==> src/rtl/dfs_pkg.sv <==
package dfs_pkg;

  typedef enum logic [1:0] {
    SN_WAIT   = 2'd0,
    SN_PLAIN  = 2'd1,
    SN_HEADER = 2'd2,
    SN_STRIPE = 2'd3
  } snoop_mode_e;

  // Header bytes that follow an opcode; 0 means the opcode is not known.
  function automatic logic [2:0] header_len(input logic [7:0] op);
    logic [2:0] n;
    case (op)
      8'h03, 8'h02, 8'hA2, 8'h32: n = 3'd3;
      8'h0B, 8'h3B, 8'h6B, 8'hBB: n = 3'd4;
      8'hEB:                      n = 3'd6;
      default:                    n = 3'd0;
    endcase
    return n;
  endfunction

  // Bytes one exchange consumes from the TX FIFO.
  function automatic logic [1:0] bytes_per_xchg(input snoop_mode_e m,
                                                input logic dual);
    return (dual && (m == SN_STRIPE)) ? 2'd2 : 2'd1;
  endfunction

endpackage

==> src/rtl/dfs_decode.sv <==
module dfs_decode #(
  parameter int BYTE_W = 8,
  parameter int CNT_W  = 3
) (
  input  logic [BYTE_W-1:0] opcode,
  output logic [CNT_W-1:0]  hdr_len,
  output logic              known
);
  import dfs_pkg::*;

  logic [2:0] raw_len;

  always_comb begin
    raw_len = header_len(opcode[7:0]);
    hdr_len = CNT_W'(raw_len);
    known   = (raw_len != 3'd0);
  end

endmodule

==> src/rtl/dfs_state.sv <==
module dfs_state #(
  parameter int CNT_W = 3
) (
  input  logic                 clk,
  input  logic                 rst_n,
  input  logic                 cs_active,
  input  logic                 accept,
  input  logic                 op_known,
  input  logic [CNT_W-1:0]     op_len,
  output dfs_pkg::snoop_mode_e mode_q,
  output logic [CNT_W-1:0]     count_q
);
  import dfs_pkg::*;

  snoop_mode_e      mode_d;
  logic [CNT_W-1:0] count_d;
  logic             header_done;

  assign header_done = (count_q == CNT_W'(1));

  always_comb begin
    mode_d  = mode_q;
    count_d = count_q;
    if (!cs_active) begin
      mode_d  = SN_WAIT;
      count_d = '0;
    end else if (accept) begin
      case (mode_q)
        SN_WAIT: begin
          if (op_known) begin
            mode_d  = SN_HEADER;
            count_d = op_len;
          end else begin
            mode_d  = SN_PLAIN;
          end
        end
        SN_HEADER: begin
          count_d = count_q - CNT_W'(1);
          if (header_done) mode_d = SN_STRIPE;
        end
        default: ;
      endcase
    end
  end

  always_ff @(posedge clk or negedge rst_n) begin
    if (!rst_n) begin
      mode_q  <= SN_WAIT;
      count_q <= '0;
    end else begin
      mode_q  <= mode_d;
      count_q <= count_d;
    end
  end


  header_count_chk: assert property (@(posedge clk) disable iff (!rst_n)
    (mode_q == SN_HEADER) |-> (count_q != '0));


  cs_release_chk: assert property (@(posedge clk) disable iff (!rst_n)
    !cs_active |=> (mode_q == SN_WAIT) && (count_q == '0));


  plain_sticky_chk: assert property (@(posedge clk) disable iff (!rst_n)
    (mode_q == SN_PLAIN) && cs_active |=> (mode_q == SN_PLAIN));

endmodule

==> src/rtl/dfs_lane.sv <==
module dfs_lane #(
  parameter int BYTE_W = 8,
  parameter int LANE   = 0
) (
  input  logic              split,
  input  logic [BYTE_W-1:0] head_shared,
  input  logic [BYTE_W-1:0] head_own,
  input  logic [BYTE_W-1:0] rx_in,
  output logic [BYTE_W-1:0] tx_out,
  output logic [BYTE_W-1:0] rx_keep
);
  generate
    if (LANE == 0) begin : g_lead
      assign tx_out  = head_shared;
      assign rx_keep = rx_in;
    end else begin : g_follow
      assign tx_out  = split ? head_own : head_shared;
      assign rx_keep = split ? rx_in : '0;
    end
  endgenerate
endmodule

==> src/rtl/dual_flash_snoop.sv <==
module dual_flash_snoop #(
  parameter int BYTE_W = 8,
  parameter int CNT_W  = 3
) (
  input  logic              clk,
  input  logic              rst_n,
  input  logic              cs_active,
  input  logic              dual_en,
  input  logic              xfer_step,
  input  logic [1:0]        tx_avail,
  input  logic [BYTE_W-1:0] tx_head0,
  input  logic [BYTE_W-1:0] tx_head1,
  input  logic [BYTE_W-1:0] bus0_rx,
  input  logic [BYTE_W-1:0] bus1_rx,
  output logic [BYTE_W-1:0] bus0_tx,
  output logic [BYTE_W-1:0] bus1_tx,
  output logic [1:0]        tx_pop,
  output logic [1:0]        rx_push,
  output logic [BYTE_W-1:0] rx_byte0,
  output logic [BYTE_W-1:0] rx_byte1,
  output logic              underflow,
  output logic [1:0]        snoop_mode,
  output logic [CNT_W-1:0]  snoop_count
);
  import dfs_pkg::*;

  localparam int NUM_LANES = 2;

  snoop_mode_e      mode_q;
  logic [CNT_W-1:0] count_q;
  logic [CNT_W-1:0] op_len;
  logic             op_known;
  logic [1:0]       need;
  logic             want, short_data, accept, split;

  logic [BYTE_W-1:0] lane_head [NUM_LANES];
  logic [BYTE_W-1:0] lane_rx   [NUM_LANES];
  logic [BYTE_W-1:0] lane_tx   [NUM_LANES];
  logic [BYTE_W-1:0] lane_keep [NUM_LANES];

  assign need       = bytes_per_xchg(mode_q, dual_en);
  assign want       = xfer_step && cs_active;
  assign short_data = want && (tx_avail < need);
  assign accept     = want && !short_data;
  assign split      = dual_en && (mode_q == SN_STRIPE);

  dfs_decode #(.BYTE_W(BYTE_W), .CNT_W(CNT_W)) u_decode (
    .opcode (tx_head0),
    .hdr_len(op_len),
    .known  (op_known)
  );

  dfs_state #(.CNT_W(CNT_W)) u_state (
    .clk      (clk),
    .rst_n    (rst_n),
    .cs_active(cs_active),
    .accept   (accept),
    .op_known (op_known),
    .op_len   (op_len),
    .mode_q   (mode_q),
    .count_q  (count_q)
  );

  assign lane_head[0] = tx_head0;
  assign lane_head[1] = tx_head1;
  assign lane_rx[0]   = bus0_rx;
  assign lane_rx[1]   = bus1_rx;

  for (genvar g = 0; g < NUM_LANES; g++) begin : g_lane
    dfs_lane #(.BYTE_W(BYTE_W), .LANE(g)) u_lane (
      .split      (split),
      .head_shared(tx_head0),
      .head_own   (lane_head[g]),
      .rx_in      (lane_rx[g]),
      .tx_out     (lane_tx[g]),
      .rx_keep    (lane_keep[g])
    );
  end

  assign bus0_tx     = lane_tx[0];
  assign bus1_tx     = lane_tx[1];
  assign rx_byte0    = lane_keep[0];
  assign rx_byte1    = lane_keep[1];
  assign tx_pop      = accept ? need : 2'd0;
  assign rx_push     = accept ? need : 2'd0;
  assign underflow   = short_data;
  assign snoop_mode  = mode_q;
  assign snoop_count = count_q;


  underflow_idle_chk: assert property (@(posedge clk) disable iff (!rst_n)
    underflow |-> (tx_pop == 2'd0) && (rx_push == 2'd0));


  underflow_hold_chk: assert property (@(posedge clk) disable iff (!rst_n)
    underflow |=> $stable(snoop_mode) && $stable(snoop_count));


  stripe_pair_chk: assert property (@(posedge clk) disable iff (!rst_n)
    (snoop_mode == 2'd3) && dual_en && xfer_step && cs_active && !underflow
      |-> (tx_pop == 2'd2) && (rx_push == 2'd2));


  shared_byte_chk: assert property (@(posedge clk) disable iff (!rst_n)
    cs_active && xfer_step && (snoop_mode != 2'd3)
      |-> (bus1_tx == tx_head0) && (tx_pop <= 2'd1));


  idle_hold_chk: assert property (@(posedge clk) disable iff (!rst_n)
    cs_active && !xfer_step |-> (tx_pop == 2'd0) ##1 $stable(snoop_mode));

endmodule

==> config.mk <==
export PLATFORM = sky130hd
export DESIGN_NAME = dual_flash_snoop
export DESIGN_NICKNAME = d
export VERILOG_FILES = /design/src/rtl/dfs_pkg.sv /design/src/rtl/dfs_decode.sv /design/src/rtl/dfs_state.sv /design/src/rtl/dfs_lane.sv /design/src/rtl/dual_flash_snoop.sv
export SDC_FILE = /design/constraint.sdc
export NUM_CORES = 1
export LEC_CHECK = 0
export BUFFER_PORTS_ARGS = -buffer_cell sky130_fd_sc_hd__buf_2
export CORE_MARGIN = 3
export CORE_UTILIZATION = 38
export DETAILED_ROUTE_END_ITERATION = 12
export PLACE_DENSITY = 0.86
export SLEW_MARGIN = 25
export SYNTH_ARGS = -nofsm -noshare
export SYNTH_HDL_FRONTEND = slang
export SYNTH_SLANG_ARGS = --single-unit
==> constraint.sdc <==
create_clock -name clk -period 3.2 [get_ports clk]
set_input_delay 0 -clock clk [delete_from_list [all_inputs] [get_ports clk]]
set_output_delay 0 -clock clk [all_outputs]
set_load 0.01 [all_outputs]
==> impl_metrics.env, run 1 <==
export IMPL_p_sw_uw=77.0
export IMPL_fill_cells=191
export IMPL_synth_ff_type="dfrtp_1"
export IMPL_fmax_mhz=408
export IMPL_root_buffer="clkbuf_4"
export IMPL_n_antenna_cell=0
export IMPL_pwr_share_clk=0.321
export IMPL_synthArstFlopShare=1.00
export IMPL_clock_sinks=5
export IMPL_yosysSeqAreaShare=0.160
export IMPL_synth_xor_area_frac=0.0224
export IMPL_wl_per_cell_um=12.2
export IMPL_nets=206
export IMPL_start_util=0.424
export IMPL_yosys_area_top_type="buf_4"
export IMPL_grt_pass1_vias=775
export IMPL_p_leak_uw=0.000598
export IMPL_postSynthAreaPerCell_um2=6.85
export IMPL_place_inst=183
export IMPL_syn2layout_area_growth_pct=31.9
export IMPL_io_buffer_count=64
export IMPL_cts_path_max_buffers=2
export IMPL_vias_per_cell=4.90
export IMPL_switching_share=0.332
export IMPL_drc=0
export IMPL_clock_skew_ps=10.3
export IMPL_io_pins=81
export IMPL_cts_setup_buffers=0
export IMPL_powerDensity_nw_per_um2=225
export IMPL_path_class="register to register"
export IMPL_synth_cell_types=32
export IMPL_synthSimpleGateAreaFrac=0.319
export IMPL_dieArea_um2=2630
export IMPL_cp_max_fo=21
export IMPL_hold_viol_final=0
export IMPL_netlist_instances=114
export IMPL_ant_nets=0
export IMPL_cp_end_kind="register"
export IMPL_synth_fa_ha_area_frac=0.0481
export IMPL_fp_coreArea_um2=1840
export IMPL_yosys_register_bits=5
export IMPL_dp_hpwl_um=1990
export IMPL_numCtsBuffers=3
export IMPL_synth_top_area_frac=0.173
export IMPL_p_comb_frac=0.368
export IMPL_rows=15
export IMPL_cp_required_ps=3310
export IMPL_outcome="complete, no violations"
export IMPL_place_congestion=0.854
export IMPL_htreeDepth=1
export IMPL_hold_path_class="input port to primary output"
export IMPL_synth_area_um2=781
export IMPL_slew_viol_final=0
export IMPL_synthMuxAreaShare=0.0144
export IMPL_routed_wl_um=2290
export IMPL_fin_area_um2=1030
export IMPL_seqPwrFrac=0.311
export IMPL_grt_pass1_wl_um=3400
export IMPL_startpoint_type="register"
export IMPL_total_power_uw=232
export IMPL_drt_iter0_drc=18
export IMPL_tightest_slew_ps=675
export IMPL_placed_area_um2=993
export IMPL_synth_compound_area_frac=0.200
export IMPL_fin_setup_tns_ps=0
export IMPL_num_vias=922
export IMPL_fin_util=0.560
export IMPL_grt_max_degree=22
export IMPL_cts_tree="yes"
export IMPL_drive_gt1_frac=0.442
export IMPL_maxSlewHeadroom=0.544
export IMPL_clock_latency_ps=250
export IMPL_period_share=0.767
export IMPL_clk_pin_slew_ps=50
export IMPL_fin_crit_ps=2450
export IMPL_finalNonFillerCells=188
export IMPL_die_h_um=51.3
export IMPL_overflow=0
export IMPL_rsz0062_at_grt="no"
export IMPL_synth_edf_count=0
export IMPL_synthTopCellsByArea="buf_4, dfrtp_1, nand2_1"
export IMPL_track_usage=0.165
export IMPL_die_w_um=51.3
export IMPL_p_int_uw=155
export IMPL_synth_top_family_by_area="simple AND/OR/NAND/NOR gates"
export IMPL_syn_num_nets=156
export IMPL_drt_first_pass_iters=4
export IMPL_yosysWarnings=0
export IMPL_antenna_found_initial=0
export IMPL_cap_violations=0
export IMPL_cts_resized=0
export IMPL_crit_arrival_ps=2570
export IMPL_peakVddDrop_uv=291
export IMPL_finalSetupViolations=0
final cells by class:
type                       count  area, um^2  share of cell area
clock buffer                   4        26.3              0.0255
multi-input combinational     78         472               0.458
timing repair buffer          66         338               0.328
sequential                     5         125               0.122
tap                           25        31.3              0.0304
inverter                      10        37.5              0.0365
kinds of logic (layout without fill, tap and decap cells):
kind of cell	Yosys count	in the layout
buffers and inverters	31	80
XOR/XNOR	2	2
AND/OR/NAND/NOR	52	52
multiplexers	1	1
AO/OA/AOI/OAI	20	20
adder cells (fa/ha/maj)	3	3
flip-flops	5	5
routing by layer:
layer	global-route usage	vias to the layer above	routed length, um
met5	0	-	0
met1	0.175	405	827
li1	-	460	-
met4	0.0218	0	2
met3	0.0700	2	303
met2	0.309	55	1160
state kept, by name, summed over array words and instances, names as in the netlist:
name,flops
u_state.mode_q,2
u_state.count_q,3
repair_timing:
| action | 4_1_cts | 5_1_grt |
|---|---|---|
| setup endpoints to repair | 0 | 0 |
| hold endpoints to repair | 5 | 0 |
| hold buffers | 1 | 0 |
path summary, 6_finish.rpt:
kind / start / to / slack, ps / depth (start not counted)
worst min-delay path: bus0_rx[3] / rx_byte0[3] / 0.004 / 0
max in group asynchronous: rst_n / u_state.mode_q[1] / 2980 / 2
worst max-delay path: u_state.mode_q[0] / u_state.count_q[1] / 750 / 8
worst max register to register: u_state.mode_q[0] / u_state.count_q[1] / 750 / 8
min in group asynchronous: rst_n / u_state.count_q[0] / 80 / 2
worst min register to register: u_state.count_q[1] / u_state.count_q[1] / 520 / 1
power by group through the flow:
| stage | sequential [uW] | clock [uW] | combinational, uW |
|---|---|---|---|
| CTS | 72.0 | 76.9 | 86.1 |
| global placement | 72.3 | 0 | 83.1 |
| global route | 73.0 | 81.4 | 94.1 |
| finish | 72.1 | 74.4 | 85.3 |
| floorplan | 73.7 | 0 | 57.0 |
| detailed placement | 73.0 | 0 | 84.8 |
worst max-delay path, cell delays in order (launching register included):
cell	delay, ps
dfrtp_1	440
and3_1	180
buf_4	200
clkinv_1	220
ha_1	380
a21oi_1	80
o31a_1	310
a31oi_4	180
mux2_1	340
cells in the final DEF (no fill, tap or decap), types with 2 or more instances in the layout:
master / synthesis / routed
ha_1: 3 / 3
inv_1: 9 / 9
nor2_1: 4 / 4
buf_2: 0 / 64
o21ai_0: 5 / 5
dfrtp_1: 5 / 5
and2_1: 8 / 8
clkbuf_4: 0 / 3
nand2_1: 27 / 27
a21oi_1: 5 / 5
xor2_1: 2 / 2
nor3_1: 5 / 5
cell usage after synthesis, types with 2 or more instances:
cell type,number
nor3_1,5
inv_1,9
nand2_1,27
buf_4,18
a21oi_1,5
and2_1,8
ha_1,3
xor2_1,2
o21ai_0,5
nor2_1,4
dfrtp_1,5
clkbuf_1,3
through the flow:
stage	hold slack [ps]	worst slack, ps
after detailed placement	-182	750
after global placement	-182	882
after global routing	0.0151	551
after CTS	0.0686	732
after floorplan	-296	1070
final	0.00443	746
No activity file was read; power rests on OpenSTA's default activity.
==> run 2, diff against run 1 <==
--- a/config.mk
+++ b/config.mk
@@ -7,9 +7,9 @@
 export LEC_CHECK = 0
 export BUFFER_PORTS_ARGS = -buffer_cell sky130_fd_sc_hd__buf_2
 export CORE_MARGIN = 3
-export CORE_UTILIZATION = 38
+export CORE_UTILIZATION = 32
 export DETAILED_ROUTE_END_ITERATION = 12
-export PLACE_DENSITY = 0.86
+export PLACE_DENSITY = 0.77
 export SLEW_MARGIN = 25
 export SYNTH_ARGS = -nofsm -noshare
 export SYNTH_HDL_FRONTEND = slang
==> constraint.sdc (replaced) <==
create_clock -name clk -period 2 [get_ports clk]
set_input_delay 0 -clock clk [delete_from_list [all_inputs] [get_ports clk]]
set_output_delay 0 -clock clk [all_outputs]
set_load 0.01 [all_outputs]
==> run 2 against run 1 <==
Sequential power increased by 57%. First-iteration DRC count increased by 50%. Total power increased by 64%. Utilization decreased by 7.8 points. Sequential share of layout area decreased by 0.53 points. Critical endpoint unchanged. Largest power group unchanged.
==> impl_metrics.env, run 2 (synthesis results as in run 1) <==
export IMPL_fin_crit_ps=1900
export IMPL_cpPeakStageDelay_ps=340
export IMPL_drt_iter0_drc=27
export IMPL_drc=0
export IMPL_die_w_um=55.4
export IMPL_fmax_mhz=526
export IMPL_hold_path_class="input port to primary output"
export IMPL_outcome="complete, no violations"
export IMPL_fill_cells=246
export IMPL_post_place_ws_ps=100
export IMPL_track_usage=0.139
export IMPL_root_buffer="clkbuf_4"
export IMPL_rsz0062_at_grt="no"
export IMPL_tightest_slew_ps=343
export IMPL_path_class="register to register"
export IMPL_finalSetupViolations=0
export IMPL_final_cell_mix="buf_2, nand2_1, inv_1"
export IMPL_antenna_found_initial=0
export IMPL_nets=210
export IMPL_multiInputGateArea_um2=493
export IMPL_dp_hpwl_um=1830
export IMPL_dieArea_um2=3070
export IMPL_htreeDepth=1
export IMPL_io_buffer_count=64
export IMPL_final_common_cell="buf_2"
export IMPL_start_util=0.346
export IMPL_drt_first_pass_iters=4
export IMPL_ant_nets=0
export IMPL_wl_per_cell_um=11.0
export IMPL_powerDensity_nw_per_um2=350
export IMPL_cts_tree="yes"
export IMPL_period_share=0.950
export IMPL_cap_violations=0
export IMPL_grt_pass1_wl_um=3590
export IMPL_startpoint_type="register"
export IMPL_clk_pin_slew_ps=50
export IMPL_num_vias=899
export IMPL_cp_max_fo=4
export IMPL_rows=17
export IMPL_path_cells="and3_4 > clkinv_2 > ha_4 > a21oi_2 > o31a_1 > a31oi_4 > mux2_1"
export IMPL_cp_required_ps=2130
export IMPL_grt_max_degree=21
export IMPL_clock_sinks=5
export IMPL_slowest_stage="dfrtp_1"
export IMPL_fin_setup_tns_ps=0
export IMPL_p_leak_uw=0.000617
export IMPL_place_congestion=0.809
export IMPL_largestRegisters="u_state.count_q (3), u_state.mode_q (2)"
export IMPL_numCtsBuffers=3
export IMPL_fp_coreArea_um2=2250
export IMPL_die_h_um=55.4
export IMPL_peakVddDrop_uv=271
export IMPL_cts_setup_buffers=0
export IMPL_clock_skew_ps=5.24
export IMPL_top_register="u_state.count_q"
export IMPL_n_antenna_cell=0
export IMPL_cts_path_max_buffers=2
export IMPL_syn2layout_area_growth_pct=39.3
export IMPL_setup_ws_ps=99.5
export IMPL_hold_viol_final=0
export IMPL_routed_wl_um=2140
export IMPL_regArea_um2=126
export IMPL_drive_gt1_frac=0.485
export IMPL_vias_per_cell=4.61
export IMPL_maxSlewHeadroom=0.771
export IMPL_crit_arrival_ps=2030
export IMPL_overflow=0
export IMPL_grt_pass1_vias=847
export IMPL_largest_register_ffs=3
export IMPL_clock_latency_ps=250
export IMPL_io_pins=81
export IMPL_cp_end_kind="register"
export IMPL_slew_viol_final=0
run 2: power breakdown:
part           switching [uW]  internal [uW]
logic                    74.5           70.8
registers                5.79            107
clock network            46.8           75.8
run 2: through the flow:
stage / hold slack [ps] / instance area [um^2] / power (uW) / instances / utilization
finish: 0.00612 / 1090 / 381 / 195 / 0.482
global route: 0.0263 / 1090 / 407 / 195 / 0.482
CTS: 0.0686 / 1070 / 384 / 195 / 0.475
detailed placement: -176 / 1030 / 256 / 190 / 0.459
global placement: -176 / 1030 / 254 / 190 / 0.459
floorplan: -296 / 788 / 210 / 114 / -
run 2: final timing paths:
kind	slack (ps)	startpoint	depth (start not counted)	end
worst max-delay path	100	u_state.mode_q[1]	7	u_state.count_q[1]
worst min-delay path	0.006	bus0_rx[0]	0	rx_byte0[0]
worst max register to register	100	u_state.mode_q[1]	7	u_state.count_q[1]
worst min register to register	550	u_state.count_q[1]	1	u_state.count_q[1]
max in group asynchronous	1760	rst_n	2	u_state.mode_q[0]
min in group asynchronous	90	rst_n	2	u_state.count_q[2]
run 2: timing repair:
item | in CTS | in global routing
endpoints found under the hold margin | 5 | 0
setup endpoints to repair | 0 | 1
hold buffers | 1 | 0
resized for setup | 0 | 2
run 2: final cells by class:
cell class	count	area share
Multi-Input combinational cell	78	0.453
Timing Repair Buffer	70	0.338
Sequential cell	5	0.116
Inverter	10	0.0357
Tap cell	28	0.0322
Clock buffer	4	0.0242
run 2: per-layer routing:
layer	routed length [um]	part of all wire	GRT usage
met5	0	0	0
met4	23	0.011	0.0556
met3	227	0.11	0.0444
met2	1020	0.48	0.236
met1	865	0.40	0.161
run 2: critical path: cells and delay by family (launching register included):
| family | cells | cell delay, ps |
|---|---|---|
| adder cells (fa/ha/maj) | 1 | 280 |
| flip-flops | 1 | 340 |
| AO/OA/AOI/OAI | 3 | 580 |
| AND/OR/NAND/NOR | 1 | 190 |
| buffers and inverters | 1 | 70 |
| multiplexers | 1 | 330 |
